--- config.mk ---
export PLATFORM = sky130hd
export DESIGN_NAME = addr_tenure_ctrl
export DESIGN_NICKNAME = d
export VERILOG_FILES = /design/src/rtl/atc_pkg.sv /design/src/rtl/atc_req_stage.sv /design/src/rtl/atc_master_fsm.sv /design/src/rtl/atc_snoop_capture.sv /design/src/rtl/addr_tenure_ctrl.sv
export SDC_FILE = /design/constraint.sdc
export NUM_CORES = 1
export LEC_CHECK = 0
export ABC_AREA = 1
export BUFFER_PORTS_ARGS = -buffer_cell sky130_fd_sc_hd__clkbuf_2
export CAP_MARGIN = 0
export CORE_UTILIZATION = 44
export DETAILED_ROUTE_END_ITERATION = 6
export PLACE_DENSITY_LB_ADDON = 0.08
export SKIP_LAST_GASP = 1
export SYNTH_ARGS = -nofsm -noshare
export SYNTH_HDL_FRONTEND = slang
export SYNTH_SLANG_ARGS = --single-unit
--- constraint.sdc ---
create_clock -name clk -period 1.5 [get_ports clk]
set_input_delay 0.3 -clock clk [delete_from_list [all_inputs] [get_ports clk]]
set_output_delay 0.3 -clock clk [all_outputs]
set_load 0.05 [all_outputs]
--- src/rtl/atc_pkg.sv ---
package atc_pkg;

   typedef enum logic [1:0] {
      ST_IDLE  = 2'd0,
      ST_WAIT  = 2'd1,
      ST_START = 2'd2,
      ST_HOLD  = 2'd3
   } atc_state_e;

   typedef struct packed {
      logic write;
      logic burst;
      logic dstore;
   } atc_attr_t;

endpackage

--- src/rtl/atc_req_stage.sv ---
module atc_req_stage
   import atc_pkg::*;
#(
   parameter int ADDR_W     = 32,
   parameter int ALIGN_BITS = 3
) (
   input  logic              clk,
   input  logic              rst_n,
   input  logic              load,
   input  logic [ADDR_W-1:0] in_addr,
   input  atc_attr_t         in_attr,
   output logic [ADDR_W-1:0] held_addr,
   output atc_attr_t         held_attr
);

   logic [ADDR_W-1:0] shaped;

   initial begin
      assert (ALIGN_BITS >= 0 && ALIGN_BITS < ADDR_W)
         else $error("atc_req_stage: ALIGN_BITS out of range");
   end

   generate
      if (ALIGN_BITS == 0) begin : g_no_align
         assign shaped = in_addr;
      end else begin : g_align
         // critical-word address: clear the byte offset inside one data beat
         assign shaped = in_attr.burst
                       ? {in_addr[ADDR_W-1:ALIGN_BITS], {ALIGN_BITS{1'b0}}}
                       : in_addr;
      end
   endgenerate

   always_ff @(posedge clk) begin
      if (!rst_n) begin
         held_addr <= '0;
         held_attr <= '0;
      end else if (load) begin
         held_addr <= shaped;
         held_attr <= in_attr;
      end
   end

endmodule

--- src/rtl/atc_master_fsm.sv ---
module atc_master_fsm
   import atc_pkg::*;
(
   input  logic clk,
   input  logic rst_n,
   input  logic req_valid,
   input  logic dstore,
   input  logic bus_grant,
   input  logic busy_in,
   input  logic ack_in,
   output logic req_ready,
   output logic load,
   output logic tenure,
   output logic start_out,
   output logic xstart_out
);

   atc_state_e st, st_nx;

   always_comb begin
      st_nx = st;
      unique case (st)
         ST_IDLE:  if (req_valid)              st_nx = ST_WAIT;
         ST_WAIT:  if (bus_grant && !busy_in)  st_nx = ST_START;
         ST_START: st_nx = ack_in ? ST_IDLE : ST_HOLD;
         ST_HOLD:  if (ack_in)                 st_nx = ST_IDLE;
         default:  st_nx = ST_IDLE;
      endcase
   end

   always_ff @(posedge clk) begin
      if (!rst_n) st <= ST_IDLE;
      else        st <= st_nx;
   end

   assign req_ready  = (st == ST_IDLE);
   assign load       = req_valid && req_ready;
   assign tenure     = (st == ST_START) || (st == ST_HOLD);
   assign start_out  = (st == ST_START) && !dstore;
   assign xstart_out = (st == ST_START) &&  dstore;

   // a qualified grant opens the tenure on the next cycle
   assert_grant_opens_R3: assert property (@(posedge clk) disable iff (!rst_n)
      (!req_ready && !tenure && bus_grant && !busy_in) |=> (tenure && (start_out ^ xstart_out)));

   // grant while another master is busy is not qualified
   assert_blocked_grant_R2: assert property (@(posedge clk) disable iff (!rst_n)
      (!req_ready && !tenure && busy_in) |=> !tenure);

   // one strobe only, never both kinds at once
   assert_strobe_single_R4: assert property (@(posedge clk) disable iff (!rst_n)
      (start_out || xstart_out) |=> !(start_out || xstart_out));
   assert_strobe_excl_R4: assert property (@(posedge clk) disable iff (!rst_n)
      !(start_out && xstart_out));

   // acknowledge releases the bus on the next cycle
   assert_release_R5: assert property (@(posedge clk) disable iff (!rst_n)
      (tenure && ack_in) |=> (!tenure && req_ready));

   // no request accepted while holding one
   assert_ready_idle_R1: assert property (@(posedge clk) disable iff (!rst_n)
      req_ready |-> !tenure);

endmodule

--- src/rtl/atc_snoop_capture.sv ---
module atc_snoop_capture #(
   parameter int ADDR_W = 32
) (
   input  logic              clk,
   input  logic              rst_n,
   input  logic              start_in,
   input  logic              xstart_in,
   input  logic [ADDR_W-1:0] addr_in,
   output logic              snoop_valid,
   output logic [ADDR_W-1:0] snoop_addr,
   output logic              dstore_check
);

   always_ff @(posedge clk) begin
      if (!rst_n) begin
         snoop_valid  <= 1'b0;
         snoop_addr   <= '0;
         dstore_check <= 1'b0;
      end else begin
         snoop_valid  <= start_in;
         dstore_check <= xstart_in;
         if (start_in) snoop_addr <= addr_in;
      end
   end

   // captured address only changes after a sampled start
   assert_snoop_hold_R8: assert property (@(posedge clk) disable iff (!rst_n)
      !start_in |=> $stable(snoop_addr));
   assert_snoop_pulse_R8: assert property (@(posedge clk) disable iff (!rst_n)
      start_in |=> (snoop_valid && snoop_addr == $past(addr_in)));

   // direct-store check follows extended start by one cycle
   assert_dstore_flag_R9: assert property (@(posedge clk) disable iff (!rst_n)
      xstart_in |=> dstore_check);

endmodule

--- src/rtl/addr_tenure_ctrl.sv ---
module addr_tenure_ctrl
   import atc_pkg::*;
#(
   parameter int ADDR_W = 32,
   parameter int DATA_W = 64
) (
   input  logic              clk,
   input  logic              rst_n,
   input  logic              req_valid,
   input  logic [ADDR_W-1:0] req_addr,
   input  logic              req_write,
   input  logic              req_burst,
   input  logic              req_dstore,
   output logic              req_ready,
   input  logic              bus_grant,
   input  logic              busy_in,
   input  logic              ack_in,
   output logic              busy_out,
   output logic              start_out,
   output logic              xstart_out,
   output logic [ADDR_W-1:0] addr_out,
   output logic              addr_oe,
   output logic              write_out,
   input  logic              start_in,
   input  logic              xstart_in,
   input  logic [ADDR_W-1:0] addr_in,
   output logic              snoop_valid,
   output logic [ADDR_W-1:0] snoop_addr,
   output logic              dstore_check
);

   localparam int BEAT_BYTES = DATA_W / 8;
   localparam int ALIGN_BITS = $clog2(BEAT_BYTES);

   initial begin
      assert (DATA_W >= 8 && (DATA_W % 8) == 0 && (1 << ALIGN_BITS) == BEAT_BYTES)
         else $error("addr_tenure_ctrl: DATA_W must be a power-of-two byte count");
      assert (ADDR_W > ALIGN_BITS)
         else $error("addr_tenure_ctrl: ADDR_W too small");
   end

   atc_attr_t         in_attr, held_attr;
   logic [ADDR_W-1:0] held_addr;
   logic              load, tenure;

   assign in_attr = '{write: req_write, burst: req_burst, dstore: req_dstore};

   atc_req_stage #(.ADDR_W(ADDR_W), .ALIGN_BITS(ALIGN_BITS)) stage_i (
      .clk(clk), .rst_n(rst_n), .load(load),
      .in_addr(req_addr), .in_attr(in_attr),
      .held_addr(held_addr), .held_attr(held_attr)
   );

   atc_master_fsm fsm_i (
      .clk(clk), .rst_n(rst_n), .req_valid(req_valid),
      .dstore(held_attr.dstore), .bus_grant(bus_grant), .busy_in(busy_in),
      .ack_in(ack_in), .req_ready(req_ready), .load(load), .tenure(tenure),
      .start_out(start_out), .xstart_out(xstart_out)
   );

   atc_snoop_capture #(.ADDR_W(ADDR_W)) snoop_i (
      .clk(clk), .rst_n(rst_n), .start_in(start_in), .xstart_in(xstart_in),
      .addr_in(addr_in), .snoop_valid(snoop_valid), .snoop_addr(snoop_addr),
      .dstore_check(dstore_check)
   );

   assign busy_out  = tenure;
   assign addr_oe   = tenure;
   assign addr_out  = tenure ? held_addr : '0;
   assign write_out = tenure & held_attr.write;

   // address held unchanged after the start cycle
   assert_addr_stable_R6: assert property (@(posedge clk) disable iff (!rst_n)
      (busy_out && !(start_out || xstart_out)) |-> $stable(addr_out));

   // burst address presented aligned to one data beat
   generate
      if (ALIGN_BITS > 0) begin : g_align_chk
         assert_burst_align_R7: assert property (@(posedge clk) disable iff (!rst_n)
            (addr_oe && held_attr.burst) |-> (addr_out[ALIGN_BITS-1:0] == '0));
      end
   endgenerate

endmodule

# After elaboration in Yosys (flattened, before gate mapping)
# Cells that the tools add are included.
[word_totals]
register_bits = 70
latch_bits = 0
mem_bits_rw = 0
romBits = 0
memories = 0
[op_classes]
n_addsub = 0
n_mul = 0
div = 0
n_lt_le_gt_ge = 0
n_eq_ne = 6
shift = 0
muxes = 7
bitwise_logic = 1
reduce_logical = 9
[ops]
columns = ["cell", "n"]
rows = [
  ["two-way mux 32 bit", 1],
  ["two-way mux 2 bit", 4],
  ["case mux 2 bit (4 select lines)", 1],
  ["equality test 2 bit (second input constant)", 2],
  ["logical AND 1 bit", 4],
  ["inequality test 2 bit (second input constant)", 2],
  ["two-way mux 3 bit", 1],
  ["AND reduction 3 bit", 1],
  ["equality test 2 x 1 -> 1 bit (second input constant)", 1],
  ["zero test 1 bit", 2],
  ["zero test 2 bit", 1],
  ["inequality test 2 x 1 -> 1 bit (second input constant)", 1],
  ["bitwise AND 1 bit", 1],
  ["logical OR 1 bit", 1],
]

# Depth between registers and ports, before layout
# Gate-level depths: netlist of the first run.
[logic_depth]
word_depth = 4
depth_mapped = 7
mapped_depth_nobuf = 5

# Hierarchy
# Synthesis of the first run repeated with hierarchy kept, for this count alone.
[hier_totals]
hier_cells = 454
area_unflattened_um2 = 3210.6
[by_module_without_submodules]
columns = ["module", "n_inst", "cells_per_inst", "area_each_um2", "seq_area_each_um2"]
rows = [
  ["atc_req_stage", 1, 153, 1376.3, 700.7],
  ["atc_snoop_capture", 1, 209, 1373.8, 680.7],
  ["addr_tenure_ctrl", 1, 71, 329.1, 0.0],
  ["atc_master_fsm", 1, 21, 131.4, 40.0],
]

# Worst setup path before layout of the first run
# No wires, ideal clock.
[synth_timing]
path_kind = "reg2out"
startpoint = "register fsm_i.st[1]"
endpoint = "output start_out"
arrival_time_ps = 1431
t_required_ps = 1200
path_slack_ps = -231
path_stages_with_launch = 5
path_buffers = 1
path_cell_list = "dfxtp_1 -> buf_6 -> inv_1 -> or2_2 -> nor2_1"
[synth_between]
elab_chain_cells = 2
[synth_rtl]
columns = ["item", "line", "text"]
rows = [
  ["from (decl)", "atc_master_fsm.sv:18", "atc_state_e st, st_nx;"],
  ["from (signal assigned)", "atc_master_fsm.sv:33", "else st <= st_nx;"],
  ["equality test 2 bit", "atc_master_fsm.sv:39", "assign start_out = (st == ST_START) && !dstore;"],
  ["logical AND 1 bit", "atc_master_fsm.sv:39", ""],
  ["to (decl)", "addr_tenure_ctrl.sv:19", "output logic start_out,"],
]
# Every way passes these cells.

# Worst setup path in the final report of the first run
[layout_timing]
startpoint = "register fsm_i.st[1]"
endpoint = "output xstart_out"
[layout_between]
elab_chain_cells = 2
[layout_rtl]
columns = ["item", "line", "text"]
rows = [
  ["equality test 2 bit", "atc_master_fsm.sv:40", "assign xstart_out = (st == ST_START) && dstore;"],
  ["logical AND 1 bit", "atc_master_fsm.sv:40", ""],
  ["to (decl)", "addr_tenure_ctrl.sv:20", "output logic xstart_out,"],
]
# Every way passes these cells.

==> key figures, run 1 <==
Setup path
  • Worst-path fanout max: 3
  • Crit path kind: flop to primary output
  • Worst Setup SP: fsm_i.st[1]
  • Worst Path Required: 1.20 ns
  • R2r startpoint: fsm_i.st[1]
  • Type of origin of the critical path: flop
  • Setup crit end kind: primary output
  • Crit path DAT: between 1 and 1.5 ns
  • Reg2reg setup slack: 0.14 ns
  • Reg2reg path depth: 6
  • R2R Path End: stage_i.held_addr[13]
  • Critical Path End: xstart_out

Route
  • Post-detailed-route count of antenna-violating nets: 0
  • DRT Pass-1 Iters: 4
  • First DRT Iteration DRCs: 139
  • Vias: 2801
  • Post-DR vias/cell: 4.584
  • WL/cell: 11.41 µm
  • DRC: 0
  • WL final: 6973 µm

Floorplan
  • Die Width: 81.10 µm
  • Die area: 6576 µm²
  • # rows: 28
  • Initial Util: 45.95%
  • Die Span Y: 81.10 µm
  • Area of the core: 5991 µm²
  • Top-level port count: 147

Layout
  • Final net count: 606
  • Storage element area: ~1400 µm²
  • Fillers: 500
  • Final core utilization: between 60% and 70%
  • Layout cell share with drive strength beyond 1: between 30% and 40%
  • Synthesis-to-layout area growth: 49.45%
  • Footprint of the multi-input gates: 1066 µm²
  • # diodes: 0

Job
  • Max-capacitance violation count: 0

STA
  • RSZ-0062 raised after global routing: true
  • Relative slew slack: about three quarters
  • Worst clock skew: between 0.005 and 0.006 ns
  • Final setup viols: 2
  • Final period utilization: 104.2%
  • Hold Violations, Final: 0
  • Fin. max-slew vios: 0
  • Post-layout minimum cycle time: 1.563 ns
  • Achievable frequency: 640.0 MHz
  • Fin worst setup slack: -0.06254 ns
  • Worst slew pin tran: 0.3549 ns

Power and ir drop
  • Sw frac: 27.30%
  • Seq pwr share: 43.4%
  • Comb power frac: between 10% and 20%
  • Lkg Pwr: ~0.0023 µW
  • Internal power: roughly 3500 µW
  • Worst VDD drop: between 0.7 and 0.8 mV
  • Sw Pwr: 1309 µW
  • Clk pwr share: 38.9%
  • PwrDens: around 1200 nW/µm²

Logic synthesis
  • Most frequent cell after synthesis: nor2_1
  • Fraction of registers with async set/reset: 0%
  • Top cell type's share of synthesized area: 50.91%
  • Cell Area, Synth: 2753 µm²
  • Post-synth EDFFs: 0
  • Area leader, netlist: dfxtp_1
  • Synth area leaders: dfxtp_1, nor2_1, o21ai_0
  • Leading cell types by count after synthesis: nor2_1, dfxtp_1, o21ai_0
  • Cells after Synth: between 300 and 400
  • Register area share after synthesis: about half
  • Ys Warns: 0
  • Avg Inst Size Synth: 7.076 µm²
  • Main flop type after synthesis: dfxtp_1
  • Post-synthesis register bit count: 70
  • Synth unique cells: 16
  • Syn_nets: 464

CTS
  • Post-CTS Hold Buffers: 0
  • Reg clk slew, reported paths: about 0.07 ns
  • Maximum clock insertion buffer count: 2
  • Clock Latency Late Sink: 0.33 ns
  • CTS sink cnt: 70
  • H-Tree Depth: 3
  • CTS Buf Count: 9
  • CTS tree: yes
  • Root Buffer: clkbuf_8

Global route
  • Largest net degree at the start of global routing: 71
  • Gr usage total: 20.40%
  • Initial antenna violation count: 0
  • Residual overflow from global routing: 0
  • Vias in the first global route: between 2000 and 2500
  • First-pass GRT wire length: approximately 10000 µm

Placement
  • Quantity of I/O buffers inserted on ports: 146
  • Post-DP HPWL: 4504 µm
  • Placer Congestion: 0.7367
  • Pre-CTS WS: 0.1173 ns

Outcome
  • Run status: finished, violations left
  • Failing checks: setup timing

Worst hold path
  • Worst hold-check path type: input pin to flop
==> logic make-up (layout without fill, tap and decap cells) <==
group	after synthesis	in the layout	share of synthesized area, %
simple gates	182	182	25.91
compound gates	67	67	12.18
buf+inv	70	217	11.00
flops	70	70	50.91
==> worst min path at each step <==
stage / start / to / slack (ns) / depth (start not counted)
finish: xstart_in / snoop_i.dstore_check / 0.15 / 3
global route: xstart_in / snoop_i.dstore_check / 0.16 / 3
CTS: xstart_in / snoop_i.dstore_check / 0.14 / 3
detailed placement: stage_i.held_addr[26] / stage_i.held_addr[26] / 0.47 / 2
global placement: stage_i.held_addr[23] / stage_i.held_addr[23] / 0.46 / 2
floorplan: xstart_in / snoop_i.dstore_check / 0.40 / 2
==> stage by stage <==
step	hold WS [ns]	instance area (µm²)	total power [µW]	setup TNS, ns	std cells
6_report	0.1473	4114	4795	-0.1194	611
5_1_grt	0.1581	4114	5025	-0.9605	611
4_1_cts	0.1352	3953	4819	-2.195	609
3_5_place_dp	0.4713	3596	2935	0	593
3_3_place_gp	0.4619	3596	2920	0	593
2_1_floorplan	0.3976	2759	2685	-0.03600	389
==> area by class of cell <==
type | instances | share of cell area (%)
Timing Repair Buffer | 156 | 27.43
Multi-Input combinational cell | 249 | 25.91
Clock buffer | 13 | 3.863
Tap cell | 75 | 2.281
Sequential cell | 70 | 34.15
Inverter | 45 | 4.167
Clock inverter | 3 | 2.190
==> cells in the final DEF, fill, tap and decap left out, drive strengths merged <==
cell and count:
inv 45, a21oi 1, clkbuf 123, or2 1, nand4 1, bufinv 3
nand2 39, nor2 140, buf 46, o21ai 66, dfxtp 70, nand3 1
==> power groups by stage <==
stage	combinational [µW]	sequential (µW)	clock, µW
2_1_floorplan	357	2330	0
4_1_cts	831	2080	1910
6_report	849	2080	1870
3_5_place_dp	816	2120	0
3_3_place_gp	806	2110	0
5_1_grt	925	2100	2000
==> metal layers <==
metal,wire length [µm],track usage (%)
met4,124,11.25
met5,0,0
met3,465,5.955
met2,3512,35.88
met1,2870,21.78
==> critical path, stage by stage, from the launching register on <==
cell and delay [ns]:
dfxtp_4 0.38, inv_2 0.05, or2_4 0.25, nor2_4 0.10, buf_8 0.15
==> registers in the layout, summed over array words and instances (netlist names) <==
register and count:
stage_i.held_attr 2, snoop_i.dstore_check 1, stage_i.held_addr 32, fsm_i.st 2, snoop_i.snoop_valid 1, snoop_i.snoop_addr 32
==> timing repair <==
action / in CTS / in global routing
cloned: 0 / 1
endpoints found under the hold margin: 0 / 0
endpoints found under the setup margin: 36 / 36
buffers inserted: 0 / 1
resized for setup: 39 / 67
pin swaps: 0 / 1
Note: power is estimated with default switching activity, not from simulation.
==> run 2: changes to the inputs <==
--- a/config.mk
+++ b/config.mk
@@ -11,6 +11,7 @@
 export CORE_UTILIZATION = 44
 export DETAILED_ROUTE_END_ITERATION = 6
 export PLACE_DENSITY_LB_ADDON = 0.08
+export REMOVE_ABC_BUFFERS = 1
 export SKIP_LAST_GASP = 1
 export SYNTH_ARGS = -nofsm -noshare
 export SYNTH_HDL_FRONTEND = slang
==> run 2 against run 1 <==
The run still ends with setup timing left. Register-to-register slack barely moved. Total power fell by 7.6%. Non-clock buffer count did not move.
==> key figures, run 2 (synthesis results as in run 1) <==
Outcome
  • Run status: finished, violations left
  • Failing checks: setup timing

STA
  • Post-layout minimum cycle time: 1.547 ns (-0.01510 ns)
  • Setup TNS: -0.3859 ns (-0.2665 ns)
  • Min Hold Slack: 0.1394 ns (-0.007962 ns)
  • Fin. max-slew vios: 0 (unchanged)
  • Hold Violations, Final: 0 (unchanged)
  • Fin worst setup slack: -0.04744 ns (+0.01510 ns)
  • Relative slew slack: 77.45% (+1.1 points)
  • Achievable frequency: 646.2 MHz (+0.98%)
  • Final period utilization: 103.2% (-1.0 points)
  • RSZ-0062 raised after global routing: true
  • Worst slew pin tran: 0.3383 ns (-0.01663 ns)
  • Final setup viols: 19 (+17)
  • Worst clock skew: 0.01016 ns (+0.004408 ns)

Global route
  • Initial antenna violation count: 0 (unchanged)
  • M2 GR Usage: 35.97% (+0.084 points)
  • GR peak layer: met2
  • Gr usage total: 21.42% (+1.0 points)
  • First-pass GRT wire length: 10770 µm (+4.9%)
  • Vias in the first global route: 2524 (+3.6%)
  • M1 GR Usage: 24.01% (+2.2 points)
  • Met3 Use GR: 7.416% (+1.5 points)
  • Residual overflow from global routing: 0 (unchanged)
  • Largest net degree at the start of global routing: 71 (unchanged)

Placement
  • Placer Congestion: 0.7501 (+1.8%)
  • Quantity of I/O buffers inserted on ports: 146 (unchanged)
  • Post-DP HPWL: 4501 µm (about the same)

Job
  • Max-capacitance violation count: 0 (unchanged)

Layout
  • Final net count: 606 (unchanged)
  • Layout cell share with drive strength beyond 1: 33.58% (+0.37 points)
  • Largest regs: snoop_i.snoop_addr x32, stage_i.held_addr x32
  • # diodes: 0 (unchanged)
  • Most common cell after layout, fill and taps aside: nor2_1
  • Most frequent cells in the layout: nor2_1, clkbuf_2, dfxtp_1, o21ai_0, inv_1
  • Fillers: 552 (+10%)
  • Synthesis-to-layout area growth: 46.05%

Setup path
  • Reg2reg setup slack: 0.15 ns (about the same)
  • R2R Path End: stage_i.held_addr[19]
  • Crit path kind: flop to primary output
  • Worst Path Required: 1.20 ns (about the same)
  • R2r startpoint: fsm_i.st[1]
  • Crit path DAT: 1.25 ns (about the same)
  • Setup crit end kind: primary output
  • Critical Path End: xstart_out
  • Worst-path fanout max: 4 (+1)
  • Reg2reg path depth: 6 (unchanged)
  • Worst Setup SP: fsm_i.st[1]
  • Type of origin of the critical path: flop

Power and ir drop
  • Lkg Pwr: 0.002237 µW (-1.3%)
  • Worst VDD drop: 0.8179 mV (+8.1%)
  • PwrDens: 1102 nW/µm² (-5.5%)
  • Power, Total: 4430 µW (-7.6%)

Route
  • WL/cell: 11.20 µm (-1.9%)
  • DRC: 0 (unchanged)
  • First DRT Iteration DRCs: 132 (-5.0%)
  • DRT Pass-1 Iters: 4 (unchanged)
  • Post-detailed-route count of antenna-violating nets: 0 (unchanged)
  • WL final: 6843 µm (-1.9%)
  • Post-DR vias/cell: 4.583 (about the same)
  • Vias: 2800 (-0.036%)

Worst hold path
  • Hold_sp: xstart_in
  • Worst hold-check path type: input pin to flop

Floorplan
  • # rows: 28 (unchanged)
  • Die area: 6576 µm² (unchanged)
  • Die Span Y: 81.10 µm (unchanged)
  • Die Width: 81.10 µm (unchanged)
  • Area of the core: 5991 µm² (unchanged)
  • Initial Util: 45.95% (unchanged)
  • Top-level port count: 147 (unchanged)

CTS
  • CTS sink cnt: 70 (unchanged)
  • Root Buffer: clkbuf_8
  • Reg clk slew, reported paths: 0.08 ns (about the same)
  • Clock Latency Late Sink: 0.33 ns (about the same)
  • H-Tree Depth: 3 (unchanged)
  • Maximum clock insertion buffer count: 2 (unchanged)
  • Post-CTS Hold Buffers: 0 (unchanged)
  • CTS tree: yes
  • CTS Buf Count: 9 (unchanged)
==> run 2: power breakdown <==
group          leakage, µW  switching [µW]  internal [µW]  total [µW]
Clock             0.000102             702            807        1510
Sequential        0.000582            72.3           2010        2080
Combinational      0.00155             565            278         843
==> run 2: layout make-up <==
| type | count | area [µm²] | share of cell area [%] |
|---|---|---|---|
| Sequential cell | 70 | 1405 | 34.95 |
| Tap cell | 75 | 93.84 | 2.334 |
| Multi-Input combinational cell | 249 | 1066 | 26.52 |
| Clock buffer | 10 | 137.6 | 3.424 |
| Timing Repair Buffer | 156 | 1085 | 26.98 |
| Inverter | 45 | 171.4 | 4.264 |
| Clock inverter | 6 | 61.31 | 1.525 |
==> run 2: worst min path at each step <==
stage / end / slack [ns] / cells after the start
floorplan: snoop_i.dstore_check / 0.39 / 2
global placement: stage_i.held_addr[15] / 0.46 / 2
detailed placement: stage_i.held_addr[12] / 0.47 / 2
CTS: snoop_i.dstore_check / 0.12 / 3
global route: snoop_i.dstore_check / 0.14 / 3
finish: snoop_i.dstore_check / 0.14 / 3
==> run 2: worst max-delay path: stages, from the launching register on <==
cell and delay [ns]:
dfxtp_4 0.38, inv_2 0.04, or2_4 0.25, nor2_4 0.10
buf_8 0.15
==> run 2: through the flow <==
step                instance area (µm²)  util (%)  setup slack [ns]  std cells
global route                       4020     67.11           -0.1160        611
global placement                   3571     59.61            0.1395        594
detailed placement                 3571     59.61            0.1019        594
CTS                                4008     66.90          -0.06296        611
finish                             4020     67.11          -0.04744        611
floorplan                          2621         -            -1.559        364
==> run 2: metal layers <==
layer  up-vias  part of all wire, %
met2       108                   47
li1       1460                    -
met3        11                  7.2
met4         0                  1.7
met5         -                    0
met1      1221                   44
==> run 2: what timing repair did <==
action                                 4_1_cts  5_1_grt
gates resized for setup                     62       12
cloned                                       0        0
pin swaps                                    1        0
setup endpoints to repair                   38       36
setup buffers                                1        0
endpoints found under the hold margin        0        0
